`src/rtl/lsr_pkg.sv`:
```
package lsr_pkg;
  localparam int GRP    = 6;
  localparam int SLOTS  = 7;
  localparam int HI_SL  = 4;
  localparam int DISP_W = 5;
  localparam int RES_MIN = 6;

  typedef logic signed [DISP_W-1:0] disp_t;

  // ones minus zeros of a six-bit group
  function automatic disp_t grp_disp(input logic [GRP-1:0] g);
    int n;
    n = $countones(g);
    return disp_t'(2 * n - GRP);
  endfunction

  // inversion decision for one group against the running disparity
  function automatic logic want_flip(input disp_t d, input disp_t rd);
    logic same;
    same = (d[DISP_W-1] == rd[DISP_W-1]);
    return ((d != 0) && (rd != 0) && same) || ((d == 0) && rd[DISP_W-1]);
  endfunction

  // mask that keeps the top n bits of a w-bit sample
  function automatic logic [31:0] keep_mask(input int w, input int n);
    logic [31:0] ones;
    ones = (32'h1 << w) - 32'h1;
    return ones & ~((32'h1 << (w - n)) - 32'h1);
  endfunction
endpackage

```
`src/rtl/lsr_slot_ctr.sv`:
```
module lsr_slot_ctr
  import lsr_pkg::*;
(
  input  logic       clk,
  input  logic       rst,
  output logic [2:0] slot_o,
  output logic       load_o,
  output logic       frame_o
);
  logic [2:0] slot_q;

  always_ff @(posedge clk) begin
    if (rst) slot_q <= '0;
    else if (slot_q == 3'(SLOTS - 1)) slot_q <= '0;
    else slot_q <= slot_q + 3'd1;
  end

  assign slot_o  = slot_q;
  assign load_o  = (slot_q == 3'(SLOTS - 1));
  assign frame_o = (slot_q < 3'(HI_SL));

  // a word lasts seven slots, then wraps to slot 0
  assert_slot_wrap_R4: assert property (@(posedge clk) disable iff (rst)
    load_o |=> (slot_q == 3'd0));
  assert_slot_range_R4: assert property (@(posedge clk) disable iff (rst)
    slot_q <= 3'(SLOTS - 1));
endmodule

```
`src/rtl/lsr_word_pack.sv`:
```
module lsr_word_pack
  import lsr_pkg::*;
#(
  parameter int LANES = 4,
  localparam int WORD_W   = LANES * GRP,
  localparam int SAMPLE_W = WORD_W - 8,
  localparam int RES_W    = $clog2(SAMPLE_W + 1)
) (
  input  logic [SAMPLE_W-1:0] sample_i,
  input  logic [RES_W-1:0]    res_i,
  input  logic                valid_i,
  input  logic                enable_i,
  input  logic                marker_i,
  output logic [WORD_W-1:0]   word_o
);
  int res_eff;
  logic [31:0] mask;
  logic [SAMPLE_W-1:0] trunc;

  always_comb begin
    res_eff = int'(res_i);
    if (res_eff < RES_MIN) res_eff = RES_MIN;
    if (res_eff > SAMPLE_W) res_eff = SAMPLE_W;
    mask  = keep_mask(SAMPLE_W, res_eff);
    trunc = sample_i & mask[SAMPLE_W-1:0];
  end

  assign word_o = {trunc, 5'b00000, marker_i, enable_i, valid_i};
endmodule

```
`src/rtl/lsr_lane_enc.sv`:
```
module lsr_lane_enc
  import lsr_pkg::*;
(
  input  logic           clk,
  input  logic           rst,
  input  logic           load_i,
  input  logic [2:0]     slot_i,
  input  logic [GRP-1:0] grp_i,
  output logic           bit_o
);
  disp_t rd_q;
  logic [SLOTS-1:0] sym_q;

  disp_t          grp_d;
  logic           flip;
  logic [GRP-1:0] tx_grp;
  disp_t          tx_disp;

  assign grp_d   = grp_disp(grp_i);
  assign flip    = want_flip(grp_d, rd_q);
  assign tx_grp  = flip ? ~grp_i : grp_i;
  assign tx_disp = grp_disp(tx_grp) + (flip ? disp_t'(1) : disp_t'(-1));

  always_ff @(posedge clk) begin
    if (rst) begin
      rd_q  <= '0;
      sym_q <= '0;
    end else if (load_i) begin
      rd_q  <= rd_q + tx_disp;
      sym_q <= {flip, tx_grp};
    end
  end

  assign bit_o = sym_q[slot_i];

  // running disparity stays bounded
  assert_disp_bound_R5: assert property (@(posedge clk) disable iff (rst)
    (rd_q >= disp_t'(-7)) && (rd_q <= disp_t'(7)));
  // each word pulls a nonzero running disparity toward zero
  assert_disp_pull_pos_R5: assert property (@(posedge clk) disable iff (rst)
    (load_i && (rd_q > 0)) |=> (rd_q < $past(rd_q)));
  assert_disp_pull_neg_R5: assert property (@(posedge clk) disable iff (rst)
    (load_i && (rd_q < 0)) |=> (rd_q > $past(rd_q)));
endmodule

```
`src/rtl/lane_serializer7.sv`:
```
module lane_serializer7
  import lsr_pkg::*;
#(
  parameter int LANES = 4,
  localparam int WORD_W   = LANES * GRP,
  localparam int SAMPLE_W = WORD_W - 8,
  localparam int RES_W    = $clog2(SAMPLE_W + 1)
) (
  input  logic                clk,
  input  logic                rst,
  input  logic [SAMPLE_W-1:0] sample_i,
  input  logic [RES_W-1:0]    res_i,
  input  logic                valid_i,
  input  logic                enable_i,
  input  logic                marker_i,
  output logic [LANES-1:0]    lane_o,
  output logic                wclk_o
);
  logic [2:0]        slot;
  logic              load;
  logic              frame;
  logic [WORD_W-1:0] word;

  lsr_slot_ctr u_ctr (
    .clk(clk), .rst(rst), .slot_o(slot), .load_o(load), .frame_o(frame)
  );

  lsr_word_pack #(.LANES(LANES)) u_pack (
    .sample_i(sample_i), .res_i(res_i), .valid_i(valid_i),
    .enable_i(enable_i), .marker_i(marker_i), .word_o(word)
  );

  for (genvar k = 0; k < LANES; k++) begin : g_lane
    lsr_lane_enc u_enc (
      .clk(clk), .rst(rst), .load_i(load), .slot_i(slot),
      .grp_i(word[k*GRP +: GRP]), .bit_o(lane_o[k])
    );
  end

  assign wclk_o = frame & ~rst;

  // each load is followed by a rising word clock edge
  assert_wclk_rise_R6: assert property (@(posedge clk) disable iff (rst)
    load |=> $rose(wclk_o));
  // the word clock falls only when slot 4 begins
  assert_wclk_fall_R6: assert property (@(posedge clk) disable iff (rst)
    $fell(wclk_o) |-> (slot == 3'(HI_SL)));
  // reset silences the lanes on the next cycle
  assert_rst_quiet_R8: assert property (@(posedge clk)
    rst |=> (lane_o == '0));
endmodule

```
`config.mk`:
```
export PLATFORM = sky130hd
export DESIGN_NAME = lane_serializer7
export DESIGN_NICKNAME = d
export VERILOG_FILES = /design/src/rtl/lsr_pkg.sv /design/src/rtl/lsr_slot_ctr.sv /design/src/rtl/lsr_word_pack.sv /design/src/rtl/lsr_lane_enc.sv /design/src/rtl/lane_serializer7.sv
export SDC_FILE = /design/constraint.sdc
export NUM_CORES = 1
export LEC_CHECK = 0
export CAP_MARGIN = 15
export CORE_MARGIN = 1
export CORE_UTILIZATION = 24
export CTS_BUF_LIST = sky130_fd_sc_hd__clkbuf_16
export CTS_CLUSTER_SIZE = 20
export DETAILED_ROUTE_END_ITERATION = 6
export HOLD_SLACK_MARGIN = 0.1
export PLACE_DENSITY = 0.45
export SYNTH_ARGS = -nofsm -noshare
export SYNTH_HDL_FRONTEND = slang
export SYNTH_HIERARCHICAL = 1
export SYNTH_SLANG_ARGS = --single-unit
```
`constraint.sdc`:
```
create_clock -name clk -period 16.7 [get_ports clk]
set_input_delay 1.67 -clock clk [delete_from_list [all_inputs] [get_ports clk]]
set_output_delay 1.67 -clock clk [all_outputs]
set_load 0.02 [all_outputs]
```
==> impl_metrics.json <==
{
  "syn_inst": 529,
  "drt-initial-drc-count": 128,
  "reg2reg_slack_ns": 11.73,
  "dieArea_sq_um": 21020,
  "highest_layer": "met4",
  "fmax_mhz": 92.45,
  "cp_num_cells": 33,
  "met2_length_mm": 5.089,
  "critPathCaptureType": "register",
  "min_path_type": "register to register",
  "synth_top_area_share_pct": 20.81,
  "vias": 3608,
  "gp_congestion": 0.8023,
  "ir_drop_mv": 0.03714,
  "cp_data_arrival_time_ns": 10.98,
  "slowest_stage": "clkdlybuf4s50_1",
  "synth-seq-area-share_pct": 20.81,
  "grt_pass1_wl_mm": 18.59,
  "timing.rr.start": "g_lane[1].u_enc/rd_q[0]",
  "overflow": 0,
  "cts_hold_buffers": 0,
  "grtUsageTotal_pct": 10.67,
  "maxSlewViolCount": 0,
  "yosysUniqueCellTypes": 62,
  "synth_area_leaders": "dfxtp_1 21%, fa_1 15%, ha_1 9.7%, inv_1 5.9%, xnor2_1 4.8%",
  "rsz0062_at_grt": "no",
  "fin_skew_ns": 0.008914,
  "chipWidth_um": 145.0,
  "tns_ns": 0,
  "crit_path_start": "res_i[4]",
  "wl_per_cell_um": 13.04,
  "dr.pass1.iters": 5,
  "maxCapViolCount": 0,
  "fin_crit_sh_pct": 64.77,
  "hold_viol_final": 0,
  "vias_per_cell": 4.443,
  "p_per_area_nw_per_um2": 90.98,
  "syn_avg_cell_area_sq_um": 9.276,
  "clock_sinks": 51,
  "initial_core_util_pct": 24.81,
  "worst_pin_slew_ns": 0.8090,
  "synth_edf_count": 0,
  "required_ns": 16.86,
  "critical-path-top-delay-family": "adder cells",
  "core_region_area_sq_um": 19780,
  "cp_max_fo": 14,
  "crit_type": "primary input to register",
  "cts_buffers": 5,
  "wl_mm": 10.59,
  "portBuffers": 30,
  "p_leak_nw": 2.272,
  "dpl.hpwl_mm": 8.220,
  "critPathBufInv": 5,
  "n_antenna_cell": 0,
  "critPathMaxStageDelay_ns": 0.65,
  "io_pins": 31,
  "ys_warn_count": 6,
  "cts_tree": "yes",
  "area_growth_syn_to_layout_pct": 13.97,
  "async_reset_ff_share_pct": 0,
  "postCtsSetupBuffers": 0,
  "drtAntennaViolNets": 0,
  "clkLatencyLatePin_ns": 0.29,
  "grt_max_degree": 52,
  "path_clk_slew_ns": 0.07,
  "h-tree-depth": 2,
  "r2r_end": "g_lane[1].u_enc/rd_q[4]",
  "outcome": "complete, no violations",
  "ys_seq_elements": 51,
  "start_kind": "primary input",
  "path_common_cell": "fa_1",
  "rows": 51,
  "die_h_um": 145.0,
  "synth_top_cell_by_area": "dfxtp_1",
  "drt-met1-wl_mm": 5.072,
  "relSlewSlack_pct": 46.07,
  "r2r_cells": 15,
  "grt_pass1_vias": 3766,
  "drive_above_1_share_pct": 9.689,
  "finish.utilization_pct": 28.27,
  "wl_met3_um": 239,
  "period_minus_slack_ns": 10.82,
  "cts_resized": 0,
  "drc_errors": 0,
  "cts_buffer_depth": 2,
  "synthFlopType": "dfxtp_1",
  "root_buffer": "clkbuf_16",
  "cp-endpoint": "g_lane[3].u_enc/rd_q[4]",
  "syn_area_sq_um": 4907,
  "final_nets": 647,
  "antenna_found_initial": 0,
  "setup_violations": 0
}
-- worst min path at each step --
stage	slack [ns]	start	cells past startpoint	to
6_report	0.48	g_lane[2].u_enc/sym_q[1]	2	g_lane[2].u_enc/sym_q[1]
4_1_cts	0.48	g_lane[0].u_enc/sym_q[0]	2	g_lane[0].u_enc/sym_q[0]
3_5_place_dp	0.47	g_lane[2].u_enc/sym_q[1]	2	g_lane[2].u_enc/sym_q[1]
5_1_grt	0.50	g_lane[2].u_enc/sym_q[1]	2	g_lane[2].u_enc/sym_q[1]
2_1_floorplan	0.46	g_lane[0].u_enc/sym_q[1]	2	g_lane[0].u_enc/sym_q[1]
3_3_place_gp	0.47	g_lane[1].u_enc/sym_q[1]	2	g_lane[1].u_enc/sym_q[1]
-- worst reg2reg max path, cell delays in order (launching register included) --
cell and delay [ns]:
dfxtp_1 0.36, o41ai_2 0.47, mux2i_4 0.21, xor2_1 0.20, ha_1 0.35, fa_1 0.46
ha_1 0.22, fa_1 0.47, fa_1 0.40, fa_1 0.49, inv_1 0.06, fa_1 0.44
xor3_1 0.23, or3_1 0.32, o211ai_1 0.09, a21oi_1 0.06
-- flip-flops by register name (all words and copies together) (netlist names) --
signal              cells
g_lane.u_enc/rd_q      20
g_lane.u_enc/sym_q     28
u_ctr/slot_o            3
-- layout by cell type (no fill, tap or decap), types with 10 or more instances in the layout --
cell / netlist / final
a31o_2: 16 / 16
nand2_1: 21 / 21
o21a_1: 10 / 10
clkdlybuf4s50_1: 0 / 29
fa_1: 36 / 36
xnor2_1: 27 / 27
nand2b_1: 14 / 14
nor2_1: 43 / 43
dfxtp_1: 51 / 51
ha_1: 38 / 38
mux2i_1: 15 / 15
o21ai_0: 13 / 13
a211oi_1: 12 / 12
nor3b_1: 18 / 18
inv_1: 77 / 77
-- where the power goes --
group          total (mW)  internal, mW  leakage (nW)  switching, mW
clock network       0.117        0.0700        0.0759         0.0471
logic               0.264         0.124          1.79          0.140
registers           0.128         0.123         0.411        0.00441
-- kinds of logic (layout without fill, tap and decap cells) --
logic type               after synthesis  in the layout  synth area share (%)
other                                  1              5               0.07642
AND/OR/NAND/NOR                      135            135                 15.09
adder cells (fa/ha/maj)               74             74                 24.38
multiplexers                          24             24                 7.012
AO/OA/AOI/OAI                        104            104                 16.60
buffers and inverters                102            116                 8.644
flip-flops                            51             51                 20.81
XOR/XNOR                              38             38                 7.394
-- synth_stat cells, drive strengths merged (5+ instances only) --
cell	n
nor3b	18
clkbuf	13
fa	36
nand3	5
mux2i	20
nor2	43
ha	38
o21a	10
xnor2	27
a31o	16
buf	12
a211oi	12
o22ai	9
o21ai	16
nor3	6
a21oi	7
xor2	9
inv	77
o211ai	5
nand2	21
or4	6
nand2b	14
dfxtp	51
-- routing by layer --
layer | GRT usage (%) | up-vias
met3 | 1.069 | 15
met4 | 3.723 | 0
met2 | 18.58 | 64
li1 | - | 1820
met1 | 13.64 | 1709
met5 | 0 | -
-- metrics by stage --
stage               instance area [sq um]  total power [mW]  hold slack (ns)  std cells  worst slack, ns
floorplan                            4922            0.3360           0.4573        533            6.924
global placement                     5430            0.3914           0.4748        805            5.832
detailed placement                   5430            0.3976           0.4745        805            5.563
CTS                                  5593            0.5200           0.4848        812            5.870
global route                         5593            0.5674           0.5035        812            5.117
finish                               5593            0.5088           0.4826        812            5.884
-- area by class of cell --
class / instances / area [sq um]
sequential: 51 / 1021
tap: 265 / 331.6
inverter: 77 / 289.0
clock inverter: 2 / 37.54
clock buffer: 5 / 125.1
fill: 2115 / 14190
timing repair buffer: 32 / 310.3
multi-input combinational: 380 / 3478
No activity file was read; power rests on OpenSTA's default activity.
